[config.mk]
export PLATFORM = sky130hd
export DESIGN_NAME = irq_ctrl
export DESIGN_NICKNAME = d
export VERILOG_FILES = /design/src/rtl/irqc_pkg.sv /design/src/rtl/irqc_detect.sv /design/src/rtl/irqc_prio.sv /design/src/rtl/irq_ctrl.sv
export SDC_FILE = /design/constraint.sdc
export NUM_CORES = 1
export LEC_CHECK = 0
export BUFFER_PORTS_ARGS = -buffer_cell sky130_fd_sc_hd__buf_2
export CORE_ASPECT_RATIO = 0.7
export CORE_MARGIN = 1
export CORE_UTILIZATION = 40
export CTS_CLUSTER_SIZE = 28
export DETAILED_ROUTE_END_ITERATION = 8
export PLACE_DENSITY = 0.68
export SLEW_MARGIN = 20
export SYNTH_ARGS = -nofsm -noshare
export SYNTH_HDL_FRONTEND = slang
export SYNTH_HIERARCHICAL = 1
export SYNTH_SLANG_ARGS = --single-unit
[constraint.sdc]
create_clock -name clk_i -period 2.15 [get_ports clk_i]
set_clock_uncertainty 0.1 [all_clocks]
set_input_delay 0.215 -clock clk_i [delete_from_list [all_inputs] [get_ports clk_i]]
set_output_delay 0.215 -clock clk_i [all_outputs]
set_load 0.005 [all_outputs]
[src/rtl/irqc_pkg.sv]
package irqc_pkg;
   localparam int unsigned REG_W = 32;

   typedef enum logic [1:0] {
      SENSE_RISE = 2'd0,
      SENSE_FALL = 2'd1,
      SENSE_HIGH = 2'd2,
      SENSE_LOW  = 2'd3
   } sense_e;

   typedef enum logic [2:0] {
      RA_STAT   = 3'd0,
      RA_PEND   = 3'd1,
      RA_EN     = 3'd2,
      RA_ACK    = 3'd3,
      RA_SETEN  = 3'd4,
      RA_CLREN  = 3'd5,
      RA_VEC    = 3'd6,
      RA_MASTER = 3'd7
   } reg_addr_e;
endpackage

[src/rtl/irqc_detect.sv]
module irqc_detect #(
   parameter int unsigned        N_LINES = 32,
   parameter logic [2*N_LINES-1:0] SENSE = '0
) (
   input  logic               clk_i,
   input  logic               rst_ni,
   input  logic [N_LINES-1:0] raw_i,
   output logic [N_LINES-1:0] event_o
);
   import irqc_pkg::*;

   logic [N_LINES-1:0] meta_q, sync_q, prev_q;

   always_ff @(posedge clk_i or negedge rst_ni) begin
      if (!rst_ni) begin
         meta_q <= '0;
         sync_q <= '0;
         prev_q <= '0;
      end else begin
         meta_q <= raw_i;
         sync_q <= meta_q;
         prev_q <= sync_q;
      end
   end

   for (genvar i = 0; i < N_LINES; i++) begin : g_line
      localparam sense_e KIND = sense_e'(SENSE[2*i +: 2]);
      if (KIND == SENSE_RISE) begin : g_rise
         assign event_o[i] = sync_q[i] & ~prev_q[i];
      end else if (KIND == SENSE_FALL) begin : g_fall
         assign event_o[i] = ~sync_q[i] & prev_q[i];
      end else if (KIND == SENSE_HIGH) begin : g_high
         assign event_o[i] = sync_q[i];
      end else begin : g_low
         assign event_o[i] = ~sync_q[i];
      end
   end
endmodule

[src/rtl/irqc_prio.sv]
module irqc_prio #(
   parameter int unsigned N_LINES = 32,
   localparam int unsigned IDX_W = (N_LINES > 1) ? $clog2(N_LINES) : 1
) (
   input  logic [N_LINES-1:0] pend_i,
   output logic               found_o,
   output logic [IDX_W-1:0]   idx_o
);
   always_comb begin
      found_o = 1'b0;
      idx_o   = '0;
      for (int i = N_LINES - 1; i >= 0; i--) begin
         if (pend_i[i]) begin
            found_o = 1'b1;
            idx_o   = IDX_W'(i);
         end
      end
   end

   // the chosen line is pending and no lower line is
   always_comb begin
      if (found_o) begin
         a_r6_vec_lowest : assert (pend_i[idx_o] &&
            ((pend_i & ((N_LINES'(1) << idx_o) - N_LINES'(1))) == '0));
      end else begin
         a_r6_vec_none : assert (pend_i == '0);
      end
   end
endmodule

[src/rtl/irq_ctrl.sv]
module irq_ctrl #(
   parameter int unsigned          N_IRQ = 32,
   parameter logic [2*N_IRQ-1:0]   SENSE = '0
) (
   input  logic             clk_i,
   input  logic             rst_ni,
   input  logic [N_IRQ-1:0] irq_in_i,
   input  logic [2:0]       addr_i,
   input  logic [31:0]      wdata_i,
   input  logic             wr_i,
   output logic [31:0]      rdata_o,
   output logic             irq_o
);
   import irqc_pkg::*;

   localparam int unsigned IDX_W = (N_IRQ > 1) ? $clog2(N_IRQ) : 1;

   if (N_IRQ < 1 || N_IRQ > REG_W) begin : g_bad_width
      $error("irq_ctrl: N_IRQ must lie between 1 and 32");
   end

   logic [N_IRQ-1:0] st_q, en_q, hw_ev, pend, wmask;
   logic             me_q, hie_q, irq_q;
   logic             found;
   logic [IDX_W-1:0] idx;
   logic [31:0]      rd_next, st_w, en_w, pend_w;

   irqc_detect #(.N_LINES(N_IRQ), .SENSE(SENSE)) i_detect (
      .clk_i   (clk_i),
      .rst_ni  (rst_ni),
      .raw_i   (irq_in_i),
      .event_o (hw_ev)
   );

   assign wmask = wdata_i[N_IRQ-1:0];
   assign pend  = st_q & en_q;

   irqc_prio #(.N_LINES(N_IRQ)) i_prio (
      .pend_i  (pend),
      .found_o (found),
      .idx_o   (idx)
   );

   logic wr_stat, wr_ack, wr_en, wr_set, wr_clr, wr_mst;
   assign wr_stat = wr_i && (addr_i == RA_STAT);
   assign wr_ack  = wr_i && (addr_i == RA_ACK);
   assign wr_en   = wr_i && (addr_i == RA_EN);
   assign wr_set  = wr_i && (addr_i == RA_SETEN);
   assign wr_clr  = wr_i && (addr_i == RA_CLREN);
   assign wr_mst  = wr_i && (addr_i == RA_MASTER);

   always_ff @(posedge clk_i or negedge rst_ni) begin
      if (!rst_ni) begin
         st_q  <= '0;
         en_q  <= '0;
         me_q  <= 1'b0;
         hie_q <= 1'b0;
         irq_q <= 1'b0;
      end else begin
         // acknowledge wins over a same-cycle set; a held level re-sets next cycle
         st_q <= (st_q
                  | (hie_q ? hw_ev : '0)
                  | ((wr_stat && !hie_q) ? wmask : '0))
                 & ~(wr_ack ? wmask : '0);
         if (wr_en)       en_q <= wmask;
         else if (wr_set) en_q <= en_q | wmask;
         else if (wr_clr) en_q <= en_q & ~wmask;
         if (wr_mst) begin
            me_q  <= wdata_i[0];
            hie_q <= hie_q | wdata_i[1];
         end
         irq_q <= me_q & (|pend);
      end
   end

   always_comb begin
      st_w   = '0;
      en_w   = '0;
      pend_w = '0;
      st_w[N_IRQ-1:0]   = st_q;
      en_w[N_IRQ-1:0]   = en_q;
      pend_w[N_IRQ-1:0] = pend;
      unique case (reg_addr_e'(addr_i))
         RA_STAT:   rd_next = st_w;
         RA_PEND:   rd_next = pend_w;
         RA_EN:     rd_next = en_w;
         RA_VEC:    rd_next = found ? 32'(idx) : '1;
         RA_MASTER: rd_next = {30'd0, hie_q, me_q};
         default:   rd_next = '0;
      endcase
   end

   always_ff @(posedge clk_i or negedge rst_ni) begin
      if (!rst_ni) rdata_o <= '0;
      else         rdata_o <= rd_next;
   end

   assign irq_o = irq_q;

   // set-enable leaves every written bit enabled
   a_r3_set_enable : assert property (@(posedge clk_i) disable iff (!rst_ni)
      wr_set |=> ((en_q & $past(wmask)) == $past(wmask)));
   // clear-enable leaves no written bit enabled
   a_r4_clear_enable : assert property (@(posedge clk_i) disable iff (!rst_ni)
      wr_clr |=> ((en_q & $past(wmask)) == '0));
   // acknowledged bits read clear in the following cycle
   a_r5_ack_clears : assert property (@(posedge clk_i) disable iff (!rst_ni)
      wr_ack |=> ((st_q & $past(wmask)) == '0));
   // output only follows a cycle with master bit 0 set
   a_r7_gated_output : assert property (@(posedge clk_i) disable iff (!rst_ni)
      !me_q |=> !irq_o);
   // hardware handover bit is sticky
   a_r9_hie_sticky : assert property (@(posedge clk_i) disable iff (!rst_ni)
      hie_q |=> hie_q);
   // before handover nothing but a software write sets status
   a_r9_hw_blocked : assert property (@(posedge clk_i) disable iff (!rst_ni)
      (!hie_q && !wr_stat) |=> ((st_q & ~$past(st_q)) == '0));
endmodule

### Yosys cells after proc, flatten, opt, wreduce, memory -nomap -nowiden

Index checks and enable logic that the tools add are counted.

| word-level totals | value |
|---|---|
| flip-flop bits (word level) | 195 |
| bits in latches | 0 |
| memory bits (writable) | 0 |
| memory bits (read-only) | 0 |
| bits of input ports | 70 |
| output and inout port bits | 33 |
| logic and storage cells | 173 |
| memories kept | 0 |

| cells by class | value |
|---|---|
| add/subtract/negate cells | 0 |
| multiply operators | 0 |
| divide/modulo/power cells | 0 |
| magnitude comparators | 0 |
| equal/unequal tests | 7 |
| shifts and indexed selects | 0 |
| multiplexer cells | 72 |
| bitwise logic cells | 74 |
| reductions and logical operators | 11 |

Operators by type and width:

| kind | number |
|---|---|
| $mux W32 | 7 |
| $mux W5 | 32 |
| $pmux W32 S5 | 1 |
| $and A32 B32 Y32 | 3 |
| $or A32 B32 Y32 | 3 |
| $not A32 Y32 | 2 |
| $and A1 B1 Y1 | 33 |
| $mux W1 | 32 |
| $not A1 Y1 | 32 |
| $reduce_or A32 Y1 | 1 |
| $eq A3 B3 Y1 const B | 4 |
| $logic_and A1 B1 Y1 | 7 |
| $eq A3 B2 Y1 const B | 2 |
| $eq A3 B1 Y1 const B | 1 |
| $logic_not A3 Y1 | 1 |
| $reduce_bool A3 Y1 | 1 |
| $logic_not A1 Y1 | 1 |
| $or A1 B1 Y1 | 1 |

### Longest topological paths before layout

Gate-level depths: netlist of the first run.

| logic depth | value |
|---|---|
| word-level depth | 35 |
| gate-level depth with buffers | 11 |
| depth with buffers taken out | 11 |

### Cells and area by module

The synthesis of the first run kept the hierarchy.

By module, submodules not included:

| module | instances | cells each | area each (um2) | sequential area each (um2) |
|---|---|---|---|---|
| irq_ctrl | 1 | 473 | 4754.6 | 2477.4 |
| irqc_detect | 1 | 128 | 2842.7 | 2402.3 |
| irqc_prio | 1 | 65 | 370.4 | 0.0 |

### Least setup slack after synthesis of the first run

OpenSTA, ideal clock, no wires.

| path | value |
|---|---|
| kind | flip-flop to flip-flop |
| start point | register st_q[20] |
| end point | register rdata_o[20] |
| library setup time | 0.083 ns |
| arrival | 1.978 ns |
| data required time | 1.967 ns |
| slack | -0.011 ns |
| stages on the path, launching flop included | 9 |
| buffers on the path | 1 |
| clock period less this slack | 2.161 ns |
| cells stage by stage | dfrtp_1 > and2_1 > or4_4 > nor3_1 > nand3b_1 > nor2b_1 > nand2_1 > clkbuf_1 > o21ai_0 |

| on the way | value |
|---|---|
| word-level cells in the longest chain between the ends | 24 |

RTL lines:

| item | line | source |
|---|---|---|
| from (decl) | irq_ctrl.sv:22 | `logic [N_IRQ-1:0] st_q, en_q, hw_ev, pend, wmask;` |
| from (signal assigned) | irq_ctrl.sv:61 | `st_q <= (st_q` |
| $and A32 B32 Y32 | irq_ctrl.sv:36 | `assign pend = st_q & en_q;` |
| via pend[20] | irq_ctrl.sv:22 |  |
| $mux W1 (21 in series) | irqc_prio.sv:13 | `if (pend_i[i]) begin` |
| via found | irq_ctrl.sv:24 | `logic found;` |
| $mux W32 | irq_ctrl.sv:87 | `RA_VEC: rd_next = found ? 32'(idx) : '1;` |
| $pmux W32 S5 | irq_ctrl.sv:83 | `unique case (reg_addr_e'(addr_i))` |
| via rd_next[20] | irq_ctrl.sv:26 | `logic [31:0] rd_next, st_w, en_w, pend_w;` |
| to (signal assigned) | irq_ctrl.sv:95 | `else rdata_o <= rd_next;` |
| to (decl) | irq_ctrl.sv:11 | `output logic [31:0] rdata_o,` |

The timed path passes the listed nets, and every way through them passes these cells.
A chain may end at the register's enable or synchronous reset.

==> results.yml, run 1 <==
detailed_routing:
  post_drt_wl_per_cell_um: 17.5
  drt_wl_total_um: 20700
  drtAntennaViolNets: 0
  dr_total_vias: 6310
  first_iter_violations: 458
  vias_per_cell: 5.34
  drc: 0
  first_pass_iters: 5
logic_synthesis:
  ys_warn_count: 6
  dominantRegCellSynth: "dfrtp_1"
  postSynthCellCount: 666
  synth_fa_ha_area_share_pct: 0
  synthMuxAreaShare_pct: 0.393
  syn_area_per_cell_um2: 12.0
  ys_seq_area_share_pct: 61.2
  synth_compound_area_share_pct: 19.7
  syn_area_mm2: 0.00797
  ys_ff_latch: 195
  yosys.area_share.simple_pct: 16.3
  synthXorXnorAreaFrac_pct: 0
  synthArstFlopShare_pct: 100
  syn-num-nets: 736
  synth_edf_count: 0
  synth_top_family_by_area: "compound AO/OA/AOI/OAI gates"
  synth.distinct_cells: 48
critical_path:
  rr_worst_depth: 9
  cp_num_cells: 9
  critPathMaxFanout: 12
  crit_type: "flip-flop to flip-flop"
  slowest_delay_ns: 0.39
  critPathCaptureType: "flip-flop"
  cp.required_ns: 2.40
  critPathTopFamily: "simple AND/OR/NAND/NOR gates"
  cp-start-kind: "flip-flop"
  crit_buf_inv: 1
  arrival_ns: 2.41
  cp_cell_sequence: "and2_4 -> nor4_4 -> nand3_2 -> nor3_4 -> nand3b_1 -> nor2b_2 -> nand2_2 -> buf_6 -> o21ai_1"
  cp_slowest_cell: "dfrtp_1"
power:
  power_density_mw_per_mm2: 914
  clock_power_share_pct: 33.7
  leakage_nw: 4.94
  power_switching_mw: 2.82
  irDropWorstVdd_v: 0.000650
  combPwrFrac_pct: 23.2
  internal_power_mw: 7.11
  p_sw_share_pct: 28.4
  seqPwrFrac_pct: 43.2
status:
  violations: "negative setup slack"
  status: "complete, but fails checks"
clock_network:
  cts-root-buf: "clkbuf_16"
  cts_buffer_depth: 2
  htree_levels: 4
  cts_tree: "built"
  cts_buffers: 17
  clkTransAtPathRegs_ns: 0.07
  clock_latency_ns: 0.44
  cts_num_sinks: 195
global_routing:
  grt_util_all_layers_pct: 21.2
  grt_max_degree: 59
  grt_pass1_vias: 6173
  grt_pass1_wl_um: 33200
  overflow: 0
  antenna_found_initial: 1
cells_and_area:
  num-fill-cells: 1589
  drive_gt1_share_pct: 32.9
  fin_nets: 974
  final_cell_count_no_fill: 1182
  stdcell_area_mm2: 0.0109
  area.growth.synth_to_final_pct: 36.4
floorplanning:
  core-area_mm2: 0.0192
  ios: 103
  die-area_mm2: 0.0205
  std_cell_rows: 42
  die_y_um: 120
  die_w_um: 171
  start_util_pct: 41.5
placed_design:
  dpl_cell_area_mm2: 0.00930
  dp_cells: 1068
  dp.final_hpwl_um: 13500
  io_buffers: 102
  place.gp.congestion: 0.832
min_path:
  hold_depth: 3
  hold_path.class: "primary input to flip-flop"
flow_run:
  maxCapViolations: 0
timing:
  fmax_mhz: 463
  setup_viol: 2
  finalCritPeriodShare_pct: 100
  fin_crit_ns: 2.16
  grt_setup_unrepaired: "true"
  slew_viol_final: 0
  finalSetupTns_ns: -0.0134
  slew_headroom_pct: 39.8
  hold_violations: 0
  layout_setup_ws_ns: -0.00974
  tightest_slew_ns: 0.900
==> per-stage QoR <==
| step | hold slack (ns) | util, % | setup slack (ns) | power [mW] |
|---|---|---|---|---|
| 5_1_grt | 0.0642 | 56.6 | -0.0942 | 10.4 |
| 3_5_place_dp | 0.0635 | 48.5 | -0.133 | 6.21 |
| 4_1_cts | 0.0470 | 56.0 | -0.0218 | 9.83 |
| 3_3_place_gp | 0.0643 | 48.5 | -0.0763 | 6.19 |
| 6_report | 0.0651 | 56.6 | -0.00974 | 9.93 |
| 2_1_floorplan | -0.181 | - | 0.00971 | 5.31 |
==> kinds of logic after synthesis <==
kind of cell | Yosys count
compound gates | 229
mux | 3
simple gates | 189
buf+inv | 50
flops | 195
==> what timing repair did <==
action / 4_1_cts / 5_1_grt
hold endpoints to repair: 282 / 0
pin swaps: 15 / 15
gates resized for setup: 26 / 28
buffers inserted: 13 / 4
hold buffers: 65 / 0
endpoints found under the setup margin: 30 / 33
==> layout make-up <==
| type | instances | area, µm² | share of cell area (%) |
|---|---|---|---|
| sequential | 195 | 4880 | 44.9 |
| multi-input combinational | 421 | 3070 | 28.3 |
| timing repair buffer | 258 | 1920 | 17.7 |
| clock buffer | 17 | 425 | 3.92 |
| tap | 264 | 330 | 3.04 |
| clock inverter | 15 | 193 | 1.77 |
| inverter | 11 | 41.3 | 0.380 |
| antenna | 1 | 2.50 | 0.0230 |
==> layout by cell type, fill, tap and decap left out, types with 6 or more instances in the layout <==
master,Yosys,final
buf_2,2,101
a221oi_1,33,32
buf_4,0,82
nand2b_1,19,19
nor2_1,48,47
inv_6,0,6
nor2b_4,32,33
a22oi_1,10,10
dlygate4sd3_1,0,65
a21oi_1,71,69
clkbuf_16,0,17
o21ai_1,7,9
inv_1,11,11
nand2_1,12,11
and2_4,1,11
o21ai_0,27,19
a21o_1,10,10
and2_1,30,20
a22o_1,32,32
a32oi_1,19,19
dfrtp_1,195,195
o21ai_2,0,6
==> worst min-delay path, stage by stage <==
cell and delay (ns):
buf_2 0.13, nand4_1 0.14, o21bai_1 0.08
==> synth_stat cells, types with 2 or more instances <==
cell type,number,share of area [%]
nor3b_1,2,0.19
clkbuf_1,36,1.7
nor2b_4,32,5.5
o21ai_0,27,1.7
inv_1,11,0.52
nand4_1,2,0.16
a22o_1,32,3.5
or2_1,2,0.16
nand2b_1,19,1.5
a21oi_1,71,4.5
o311ai_0,2,0.22
a21o_1,10,0.94
or4_1,7,0.66
and2_1,30,2.4
mux2i_1,2,0.25
nor3_1,6,0.38
a2111oi_0,2,0.22
o22ai_1,5,0.39
a22oi_1,10,0.94
o21ai_1,7,0.44
nor4_1,6,0.47
buf_2,2,0.13
nand3_1,5,0.31
or2_2,2,0.16
dfrtp_1,195,61
nor2b_1,8,0.63
o21a_1,3,0.28
o31ai_1,2,0.19
a221oi_1,33,3.6
nor2_1,48,2.3
a32oi_1,19,2.1
nand2_1,12,0.57
==> routing by layer <==
metal	GRT usage (%)	vias to the layer above	share of wire (%)
li1	-	2922	-
met1	31.7	3129	48
met2	30.2	235	43
met3	5.11	22	7.6
met4	6.36	2	1.1
met5	0	-	0.053
==> power groups by stage <==
stage	Sequential (mW)	Clock, mW	Combinational [mW]
CTS	4.29	3.40	2.14
floorplan	4.32	0	0.992
global route	4.33	3.55	2.51
finish	4.29	3.34	2.30
detailed placement	4.35	0	1.86
global placement	4.35	0	1.84
==> final timing paths <==
kind	start	slack [ns]	endpoint
max	flip-flop	-0.01	rdata_o[27]
min	wr_i	0.07	hie_q
max reg2reg	flip-flop	-0.01	rdata_o[27]
min reg2reg	i_detect/meta_q[18]	0.25	i_detect/sync_q[18]
max in group asynchronous	rst_ni	1.16	i_detect/prev_q[28]
min in group asynchronous	rst_ni	0.16	i_detect/meta_q[14]
(Power assumes the default switching activity.)
==> run 2, diff against run 1 <==
--- a/config.mk
+++ b/config.mk
@@ -8,10 +8,10 @@
 export BUFFER_PORTS_ARGS = -buffer_cell sky130_fd_sc_hd__buf_2
 export CORE_ASPECT_RATIO = 0.7
 export CORE_MARGIN = 1
-export CORE_UTILIZATION = 40
+export CORE_UTILIZATION = 35
 export CTS_CLUSTER_SIZE = 28
 export DETAILED_ROUTE_END_ITERATION = 8
-export PLACE_DENSITY = 0.68
+export PLACE_DENSITY = 0.62
 export SLEW_MARGIN = 20
 export SYNTH_ARGS = -nofsm -noshare
 export SYNTH_HDL_FRONTEND = slang
==> results.yml, run 2 (same netlist as run 1, synthesis figures left out) <==
status:
  status: "complete, but fails checks"
  violations: "negative setup slack"
cells_and_area:
  num-fill-cells: 1971
  utilization_pct: 49.8
  fin_nets: 975
  area.growth.synth_to_final_pct: 37.7
  final_cell_count_no_fill: 1225
  final_cell_mix: "195 x dfrtp_1, 101 x buf_2, 81 x buf_4, 71 x a21oi_1, 65 x dlygate4sd3_1"
  drive_gt1_share_pct: 33.9
  final_common_cell: "dfrtp_1"
detailed_routing:
  drc: 0
  drtAntennaViolNets: 0
  vias_per_cell: 5.12
  first_iter_violations: 454
  dr_total_vias: 6269
  drt_wl_total_um: 21100
  first_pass_iters: 6
  post_drt_wl_per_cell_um: 17.2
min_path:
  hold_path.class: "primary input to flip-flop"
  worstHoldStart: "wr_i"
timing:
  fin_crit_ns: 2.30
  finalCritPeriodShare_pct: 107
  hold_violations: 0
  grt_setup_unrepaired: "true"
  tightest_slew_ns: 0.589
  whs_ns: 0.0365
  fmax_mhz: 435
  setup_viol: 29
  layout_setup_ws_ns: -0.149
  slew_headroom_pct: 60.7
  slew_viol_final: 0
global_routing:
  grt_pass1_vias: 6148
  antenna_found_initial: 2
  grt_max_degree: 57
  grt_pass1_wl_um: 33600
  overflow: 0
  grt_util_all_layers_pct: 18.8
power:
  irDropWorstVdd_v: 0.000586
  power_density_mw_per_mm2: 887
  total_power_mw: 9.74
  leakage_nw: 4.99
critical_path:
  cp_cell_sequence: "and2_1 -> or4_4 -> nor3_4 -> nand3b_1 -> nor2b_4 -> nand2_2 -> o21a_1 -> o22ai_2"
  reg2reg_from: "st_q[22]"
  reg2reg_slack_ns: -0.15
  arrival_ns: 2.56
  cp.required_ns: 2.41
  critPathMaxFanout: 4
  crit_type: "flip-flop to flip-flop"
  slowest_delay_ns: 0.52
  critPathCaptureType: "flip-flop"
  cp-start-kind: "flip-flop"
  critPathLaunch: "st_q[22]"
  cp_slowest_cell: "or4_4"
clock_network:
  cts_num_sinks: 195
  cts_buffers: 17
  clock_latency_ns: 0.44
  htree_levels: 4
  cts-root-buf: "clkbuf_16"
  cts_buffer_depth: 2
  clkTransAtPathRegs_ns: 0.07
  cts_tree: "built"
placed_design:
  place.gp.congestion: 0.869
  io_buffers: 102
  dp_cells: 1121
  dp.final_hpwl_um: 13500
  pre_cts_ws_ns: -0.241
floorplanning:
  std_cell_rows: 45
  die_y_um: 128
  start_util_pct: 36.2
  die_w_um: 182
  die-area_mm2: 0.0234
  ios: 103
  core-area_mm2: 0.0220
flow_run:
  maxCapViolations: 0
-- run 2: changes by cell type in the layout (fill, tap and decap cells not counted), moves of 3 or more --
cell      before  now
buf_6          5    2
o21ai_2        6   20
and2_1        20   25
buf_12         4    7
nor2b_1        5    2
o21ai_0       19    6
clkinv_2       1    4
inv_6          6    1
and2_4        11    6
-- run 2: worst max-delay path: cells and delay by family, from the launching register on --
kind	cells	cell delay (ns)
AOI/OAI and AO/OA	2	0.31
DFF	1	0.37
and+or+nand+nor	6	1.44
-- run 2: area by class of cell --
class                   count  area [µm²]  area share, %
clock buffers              19         433           3.94
inverters                  11        41.3          0.376
repair buffers            259        1970           18.0
clock inverters            13         159           1.45
multi-input cells         421        3100           28.3
well taps                 305         382           3.48
diodes                      2        5.00         0.0456
flip-flops and latches    195        4880           44.5
-- run 2: path summary, 6_finish.rpt --
path,endpoint,depth (start not counted)
min in group asynchronous,i_detect/prev_q[15],2
setup reg to reg,rdata_o[29],8
setup / recovery,rdata_o[29],8
hold reg to reg,i_detect/sync_q[4],0
max in group asynchronous,i_detect/meta_q[7],3
hold / removal,hie_q,3
-- run 2: where the power goes --
group,internal (mW),total [mW],leakage (nW),switching [mW]
logic,1.16,2.25,2.43,1.09
clock network,1.83,3.22,0.283,1.39
registers,4.05,4.27,2.28,0.217
-- run 2: per-stage QoR --
| stage | TNS (ns) | area, µm² |
|---|---|---|
| floorplan | 0 | 7970 |
| finish | -2.73 | 11000 |
| detailed placement | -4.58 | 9480 |
| CTS | -1.70 | 10800 |
| global route | -5.29 | 11000 |
| global placement | -1.78 | 9480 |
-- run 2: timing repair --
item                                    CTS  global route
pin swaps                                 3             8
hold buffers                             65             0
setup buffers                             2             1
hold endpoints to repair                148             0
gates cloned                              2             0
endpoints found under the setup margin   31            33
gates resized for setup                  28            50
-- run 2: routing by layer --
layer	track usage [%]	vias to the layer above	wire length, µm
li1	-	2926	-
met3	5.20	18	1370
met2	27.2	196	8970
met5	0	-	0
met4	4.79	0	162
met1	27.5	3129	10600
